$ cat src/rtl/cmt_pkg.sv
package cmt_pkg;

    localparam int DIV_W = 11;

    typedef enum logic [1:0] {
        ST_STOP      = 2'd0,
        ST_WAIT_EDGE = 2'd1,
        ST_COUNT     = 2'd2
    } cmt_state_e;

    typedef struct packed {
        logic       run;
        logic       src_ext;
        logic [2:0] div_sel;
    } cmt_ctrl_t;

    localparam int CTRL_W = $bits(cmt_ctrl_t);

    // Terminal value of the prescaler for each ratio code.
    function automatic logic [DIV_W-1:0] div_last(input logic [2:0] sel);
        logic [DIV_W-1:0] r;
        unique case (sel)
            3'd0:    r = DIV_W'(1);
            3'd1:    r = DIV_W'(3);
            3'd2:    r = DIV_W'(7);
            3'd3:    r = DIV_W'(31);
            3'd4:    r = DIV_W'(127);
            3'd5:    r = DIV_W'(511);
            default: r = DIV_W'(2047);
        endcase
        return r;
    endfunction

    function automatic logic div_valid(input logic [2:0] sel);
        return sel != 3'd7;
    endfunction

endpackage

$ cat src/rtl/cmt_prescaler.sv
module cmt_prescaler
    import cmt_pkg::*;
(
    input  logic       clk_i,
    input  logic       rst_ni,
    input  logic       clr_i,
    input  logic       en_i,
    input  logic [2:0] sel_i,
    output logic       tick_o
);

    logic [DIV_W-1:0] div_q;
    logic [DIV_W-1:0] last;

    assign last   = div_last(sel_i);
    assign tick_o = en_i && div_valid(sel_i) && (div_q == last);

    always_ff @(posedge clk_i or negedge rst_ni) begin
        if (!rst_ni) begin
            div_q <= '0;
        end else if (clr_i || !en_i) begin
            div_q <= '0;
        end else if (div_q == last) begin
            div_q <= '0;
        end else begin
            div_q <= div_q + DIV_W'(1);
        end
    end

    // the smallest ratio is 2, so two ticks never come back to back
    a_r2_tick_spacing: assert property (@(posedge clk_i) disable iff (!rst_ni)
        tick_o |=> !tick_o);

endmodule

$ cat src/rtl/cmt_event_sync.sv
module cmt_event_sync #(
    parameter int STAGES = 2
) (
    input  logic clk_i,
    input  logic rst_ni,
    input  logic ev_i,
    output logic rise_o
);

    logic [STAGES-1:0] sync_q;
    logic              prev_q;

    generate
        for (genvar g = 0; g < STAGES; g++) begin : g_stage
            if (g == 0) begin : g_first
                always_ff @(posedge clk_i or negedge rst_ni) begin
                    if (!rst_ni) sync_q[g] <= 1'b0;
                    else         sync_q[g] <= ev_i;
                end
            end else begin : g_next
                always_ff @(posedge clk_i or negedge rst_ni) begin
                    if (!rst_ni) sync_q[g] <= 1'b0;
                    else         sync_q[g] <= sync_q[g-1];
                end
            end
        end
    endgenerate

    always_ff @(posedge clk_i or negedge rst_ni) begin
        if (!rst_ni) prev_q <= 1'b0;
        else         prev_q <= sync_q[STAGES-1];
    end

    assign rise_o = sync_q[STAGES-1] & ~prev_q;

    // a rising-edge pulse lasts one clock, so edges at half the clock rate stay separate
    a_r7_rise_single: assert property (@(posedge clk_i) disable iff (!rst_ni)
        rise_o |=> !rise_o);

endmodule

$ cat src/rtl/cmt_counter.sv
module cmt_counter
    import cmt_pkg::*;
#(
    parameter int CNT_W = 8
) (
    input  logic             clk_i,
    input  logic             rst_ni,
    input  logic             ctrl_wr_i,
    input  cmt_ctrl_t        ctrl_i,
    input  logic [CNT_W-1:0] cmp_i,
    input  logic             pre_tick_i,
    input  logic             ev_rise_i,
    input  logic             pin_en_i,
    input  logic             irq_clr_i,
    output logic             pre_en_o,
    output logic [CNT_W-1:0] count_o,
    output logic             irq_o
);

    cmt_state_e       state_q, state_d;
    logic [CNT_W-1:0] cnt_q;
    logic             irq_q;
    logic             ev_ok;
    logic             tick;
    logic             hit;

    assign ev_ok = ev_rise_i & pin_en_i;

    // State register
    always_ff @(posedge clk_i or negedge rst_ni) begin
        if (!rst_ni) state_q <= ST_STOP;
        else         state_q <= state_d;
    end

    // Transitions: GO_TIMER, GO_EVENT, FIRST_EDGE, HALT, RELOAD
    always_comb begin
        state_d = state_q;
        if (ctrl_wr_i) begin
            state_d = ST_STOP;
        end else begin
            unique case (state_q)
                ST_STOP: begin
                    if (ctrl_i.run) state_d = ctrl_i.src_ext ? ST_WAIT_EDGE : ST_COUNT;
                end
                ST_WAIT_EDGE: begin
                    if (!ctrl_i.run) state_d = ST_STOP;
                    else if (ev_ok)  state_d = ST_COUNT;
                end
                ST_COUNT: begin
                    if (!ctrl_i.run) state_d = ST_STOP;
                end
                default: state_d = ST_STOP;
            endcase
        end
    end

    assign pre_en_o = (state_q == ST_COUNT) && !ctrl_i.src_ext;
    assign tick     = (state_q == ST_COUNT) && (ctrl_i.src_ext ? ev_ok : pre_tick_i);
    assign hit      = (cnt_q == cmp_i);

    // Outputs: count and sticky flag
    always_ff @(posedge clk_i or negedge rst_ni) begin
        if (!rst_ni) begin
            cnt_q <= '0;
            irq_q <= 1'b0;
        end else begin
            if (ctrl_wr_i)      cnt_q <= '0;
            else if (tick)      cnt_q <= hit ? '0 : cnt_q + CNT_W'(1);

            if (tick && hit)    irq_q <= 1'b1;
            else if (irq_clr_i) irq_q <= 1'b0;
        end
    end

    assign count_o = cnt_q;
    assign irq_o   = irq_q;

    // a match on a count pulse clears the counter and raises the flag
    a_r3_match_clears: assert property (@(posedge clk_i) disable iff (!rst_ni)
        (tick && hit && !ctrl_wr_i) |=> (cnt_q == '0) && irq_q);

    // without a clear the flag holds
    a_r4_flag_sticky: assert property (@(posedge clk_i) disable iff (!rst_ni)
        (irq_q && !irq_clr_i) |=> irq_q);

    // no counting while waiting for the first edge
    a_r5_wait_zero: assert property (@(posedge clk_i) disable iff (!rst_ni)
        (state_q == ST_WAIT_EDGE) |-> (cnt_q == '0));

    // with the pin disabled, event mode leaves the count alone
    a_r6_pin_gated: assert property (@(posedge clk_i) disable iff (!rst_ni)
        (ctrl_i.src_ext && !pin_en_i && !ctrl_wr_i) |=> $stable(cnt_q));

    // a control write zeroes the counter
    a_r8_ctrl_clear: assert property (@(posedge clk_i) disable iff (!rst_ni)
        ctrl_wr_i |=> (cnt_q == '0));

    // the count only steps by one, wraps to zero, or holds
    a_r9_single_step: assert property (@(posedge clk_i) disable iff (!rst_ni)
        1'b1 |=> (cnt_q == $past(cnt_q) + CNT_W'(1)) || (cnt_q == '0) || $stable(cnt_q));

endmodule

$ cat src/rtl/cmt_timer.sv
module cmt_timer
    import cmt_pkg::*;
#(
    parameter int CNT_W       = 8,
    parameter int SYNC_STAGES = 2
) (
    input  logic             clk_i,
    input  logic             rst_ni,
    input  logic             wr_en_i,
    input  logic             wr_addr_i,
    input  logic [CNT_W-1:0] wr_data_i,
    input  logic             ev_i,
    input  logic             ev_pin_en_i,
    input  logic             irq_clr_i,
    output logic             irq_o,
    output logic [CNT_W-1:0] count_o
);

    localparam logic ADDR_CTRL = 1'b0;
    localparam logic ADDR_CMP  = 1'b1;

    cmt_ctrl_t        ctrl_q;
    logic [CNT_W-1:0] cmp_q;
    logic             ctrl_wr;
    logic             cmp_wr;
    logic             pre_en;
    logic             pre_tick;
    logic             ev_rise;

    assign ctrl_wr = wr_en_i && (wr_addr_i == ADDR_CTRL);
    assign cmp_wr  = wr_en_i && (wr_addr_i == ADDR_CMP);

    always_ff @(posedge clk_i or negedge rst_ni) begin
        if (!rst_ni) begin
            ctrl_q <= '0;
            cmp_q  <= '0;
        end else begin
            if (ctrl_wr) ctrl_q <= cmt_ctrl_t'(wr_data_i[CTRL_W-1:0]);
            if (cmp_wr)  cmp_q  <= wr_data_i;
        end
    end

    cmt_prescaler u_pre (
        .clk_i  (clk_i),
        .rst_ni (rst_ni),
        .clr_i  (ctrl_wr),
        .en_i   (pre_en),
        .sel_i  (ctrl_q.div_sel),
        .tick_o (pre_tick)
    );

    cmt_event_sync #(.STAGES(SYNC_STAGES)) u_sync (
        .clk_i  (clk_i),
        .rst_ni (rst_ni),
        .ev_i   (ev_i),
        .rise_o (ev_rise)
    );

    cmt_counter #(.CNT_W(CNT_W)) u_cnt (
        .clk_i      (clk_i),
        .rst_ni     (rst_ni),
        .ctrl_wr_i  (ctrl_wr),
        .ctrl_i     (ctrl_q),
        .cmp_i      (cmp_q),
        .pre_tick_i (pre_tick),
        .ev_rise_i  (ev_rise),
        .pin_en_i   (ev_pin_en_i),
        .irq_clr_i  (irq_clr_i),
        .pre_en_o   (pre_en),
        .count_o    (count_o),
        .irq_o      (irq_o)
    );

    // a compare write lands in the next cycle
    a_r9_cmp_immediate: assert property (@(posedge clk_i) disable iff (!rst_ni)
        cmp_wr |=> (cmp_q == $past(wr_data_i)));

    // the registers hold their reset values until written
    a_r1_ctrl_hold: assert property (@(posedge clk_i) disable iff (!rst_ni)
        !ctrl_wr |=> $stable(ctrl_q));

endmodule

$ cat config.mk
export PLATFORM = sky130hd
export DESIGN_NAME = cmt_timer
export DESIGN_NICKNAME = d
export VERILOG_FILES = /design/src/rtl/cmt_pkg.sv /design/src/rtl/cmt_prescaler.sv /design/src/rtl/cmt_event_sync.sv /design/src/rtl/cmt_counter.sv /design/src/rtl/cmt_timer.sv
export SDC_FILE = /design/constraint.sdc
export NUM_CORES = 1
export LEC_CHECK = 0
export BUFFER_PORTS_ARGS = -buffer_cell sky130_fd_sc_hd__buf_2
export CAP_MARGIN = 20
export CORE_ASPECT_RATIO = 0.6
export CORE_MARGIN = 2
export CORE_UTILIZATION = 40
export DETAILED_ROUTE_END_ITERATION = 16
export HOLD_SLACK_MARGIN = 0.02
export PLACE_DENSITY = 0.58
export SETUP_SLACK_MARGIN = 0.4
export SYNTH_ARGS = -nofsm -noshare
export SYNTH_HDL_FRONTEND = slang
export SYNTH_SLANG_ARGS = --single-unit
$ cat constraint.sdc
create_clock -name clk_i -period 2.57 [get_ports clk_i]
set_clock_uncertainty 0.15 [all_clocks]
set_input_delay 0.3855 -clock clk_i [delete_from_list [all_inputs] [get_ports clk_i]]
set_output_delay 0.3855 -clock clk_i [all_outputs]
set_load 0.03 [all_outputs]
==> impl_metrics.ini <==
[cts]
cts_tree = done
ctsLongestPathBuffers = 2
cts_sinks = 38
cts_buffers = 5
cts_root_buffer = clkbuf_8
cts_max_level = 2
clock_latency_ps = 280
cts_hold_buffers = 0
clkSlewWorstSetupHoldPaths_ps = 80

[die]
dieHeight_um = 57.6
fp.dieArea_um2 = 5380
initial_core_util_pct = 41.8
core_area_um2 = 4590
die_width_um = 93.4
io_pins = 24
row_count = 19

[run_status]
outcome = completed

[global_routing]
grt_pass1_wl_um = 6910
gr-total-overflow = 0
antenna_found_initial = 0
grt_max_degree = 39
grtUsageTotal_pct = 16.9
grt_pass1_vias = 1361

[sta]
slew_viol_final = 0
timing.fmax_mhz = 466
relSlewSlack_pct = 43.1
rsz0062_at_grt = yes
tns_ps = 0
min_period_ps = 2150
tightest_slew_ps = 853
post-route-worst-setup-slack_ps = 422
min_period_over_period_pct = 83.6
hold_viol = 0
finalSetupViolCount = 0

[yosys]
synth.top_cell.area_share_pct = 49.6
synth_cells = 191
syn_area_um2 = 1920
ys_seq_elements = 38
ys_warn_count = 0
synth.largest_area_cell = dfrtp_1
ys_top_cells_by_area = dfrtp_1, xnor2_1, nand2_1
synth-edff-count = 0
synthFlopType = dfrtp_1
syn_avg_cell_area_um2 = 10.0
ys_types = 41
seq_area_frac_synth_pct = 49.6
synth_nets = 208
synthArstFlopShare_pct = 100

[final_layout]
final_cells = 288
syn2layout_area_growth_pct = 20.4
insertedDiodeCount = 0
finalNetCount = 243
drive_gt1_share_pct = 29.3

[route]
dr.pass1.iters = 5
via_per_inst = 5.28
drc = 0
wl_met1_um = 2390
dr.first_iter.drc_count = 95
drtAntennaViolNets = 0
met2_length_um = 1600
drt_wl_total_um = 4270
dr_total_vias = 1521
wl_met3_um = 249
wl_per_cell_um = 14.8
topRoutingLayerUsed = met4

[worst_setup_path]
start_kind = register
critical_path.cell_chain = buf_6 -> nand4bb_1 -> o311a_4 -> a211oi_2 -> a21oi_2 -> buf_6 -> or4b_4 -> a21oi_2
end_kind = register
critical_path.top_delay_family = simple AND/OR/NAND/NOR gates
crit_required_ps = 2640
max_stage_delay_ps = 510
path_class = register to register
crit_slowest_cell = or4b_4
path_max_fanout = 7
r2r_slack_ps = 420
worstPathArrival_ps = 2220
worstPathBufferInverterCount = 2

[power_and_ir_drop]
comb_power_share_pct = 14.3
clock_power_share_pct = 31.9
switching_share_pct = 25.2
p_int_uw = 928
power.net_switching_uw = 312
power_density_nw_per_um2 = 538
seqPwrFrac_pct = 53.8
p_leak_uw = 0.00103
vdd_drop_max_mv = 0.311
total_power_uw = 1240

[worst_hold_path]
min_path_type = primary input to async pin

[place]
gp_congestion = 0.790
port_buffers = 23
dp_slack_ps = 301
place_hpwl_um = 2870
dp_cells = 273

[flow_run]
drv_cap = 0
stage by stage:
| stage | util [%] | instance area, µm² | hold slack (ps) |
|---|---|---|---|
| 2_1_floorplan | - | 1920 | -60.1 |
| 4_1_cts | 48.1 | 2210 | 53.0 |
| 3_3_place_gp | 45.5 | 2090 | 186 |
| 3_5_place_dp | 45.5 | 2090 | 200 |
| 6_report | 50.3 | 2310 | 62.6 |
| 5_1_grt | 50.3 | 2310 | 44.7 |
Yosys cell counts, types with 4 or more instances:
library cell and number:
a21oi_1 7, inv_1 4, xor2_1 5, nor3_1 4
mux2_2 8, dfrtp_1 38, nand4_1 4, xnor2_1 12
and3_1 6, nand2_1 25, nand3_1 7, nor2_1 24
worst paths after layout:
path,startpoint,end,cells past startpoint
min,rst_ni,u_cnt.count_o[6],1
min in group clk_i,ev_i,u_sync.sync_q[0],1
max reg2reg,ctrl_q[2],u_cnt.count_o[4],8
max in group asynchronous,rst_ni,ctrl_q[1],1
min reg2reg,u_sync.sync_q[0],u_sync.sync_q[1],0
max,ctrl_q[2],u_cnt.count_o[4],8
what timing repair did:
item	CTS	global route
cloned	0	0
pin swaps	2	12
setup buffers	4	5
gates resized for setup	5	18
endpoints found under the hold margin	0	0
setup endpoints to repair	4	8
logic make-up after synthesis:
kind of cell / Yosys count / share of synthesized area [%]
and+or+nand+nor: 83 / 21.2
DFF: 38 / 49.6
AOI/OAI and AO/OA: 31 / 11.7
xor gates and xnor gates: 17 / 7.77
buffers and inverters: 11 / 3.20
muxes: 9 / 5.22
adders and majority gates: 2 / 1.31
sequential cells by signal, summed over array words and instances (netlist names):
name / cells
u_sync.sync_q: 2
u_cnt.count_o: 8
cmp_q: 8
ctrl_q: 5
u_cnt.irq_o: 1
u_cnt.state_q: 2
u_pre.div_q: 11
u_sync.prev_q: 1
layer usage:
| metal | GRT usage (%) | vias to the layer above |
|---|---|---|
| met1 | 29.4 | 746 |
| met4 | 3.15 | 0 |
| li1 | - | 739 |
| met2 | 19.8 | 34 |
| met5 | 0 | - |
| met3 | 4.68 | 2 |
layout make-up:
class,count,area [µm²]
repair buffers,35,216
flip-flops and latches,38,955
clock buffers,6,82.6
multi-input cells,142,960
inverters,4,15.0
well taps,63,78.8
fillers,431,2280
cell usage in the layout (no fill, tap or decap), drive strengths merged, types with 2 or more instances in the layout:
cell type,synthesis,final
nor3b,2,2
clkbuf,3,6
or4b,3,3
nor2b,2,2
nand2b,2,2
a31oi,3,3
nor2,24,24
a32o,2,2
dfrtp,38,38
o21ai,4,4
nand2,25,25
a21oi,8,8
inv,4,4
buf,4,35
xnor2,12,12
xor2,5,5
ha,2,2
o21bai,2,2
nor3,4,4
nand4,4,4
and3,6,6
nand3,7,7
o211ai,2,2
mux2,8,8
a211oi,2,2
o2bb2ai,2,2
power groups by stage:
| stage | Sequential [µW] | Clock, µW | Combinational, µW |
|---|---|---|---|
| 2_1_floorplan | 668 | 0 | 110 |
| 3_3_place_gp | 686 | 0 | 134 |
| 3_5_place_dp | 686 | 0 | 137 |
| 4_1_cts | 670 | 413 | 153 |
| 5_1_grt | 672 | 440 | 200 |
| 6_report | 667 | 396 | 177 |
(Power assumes the default switching activity.)
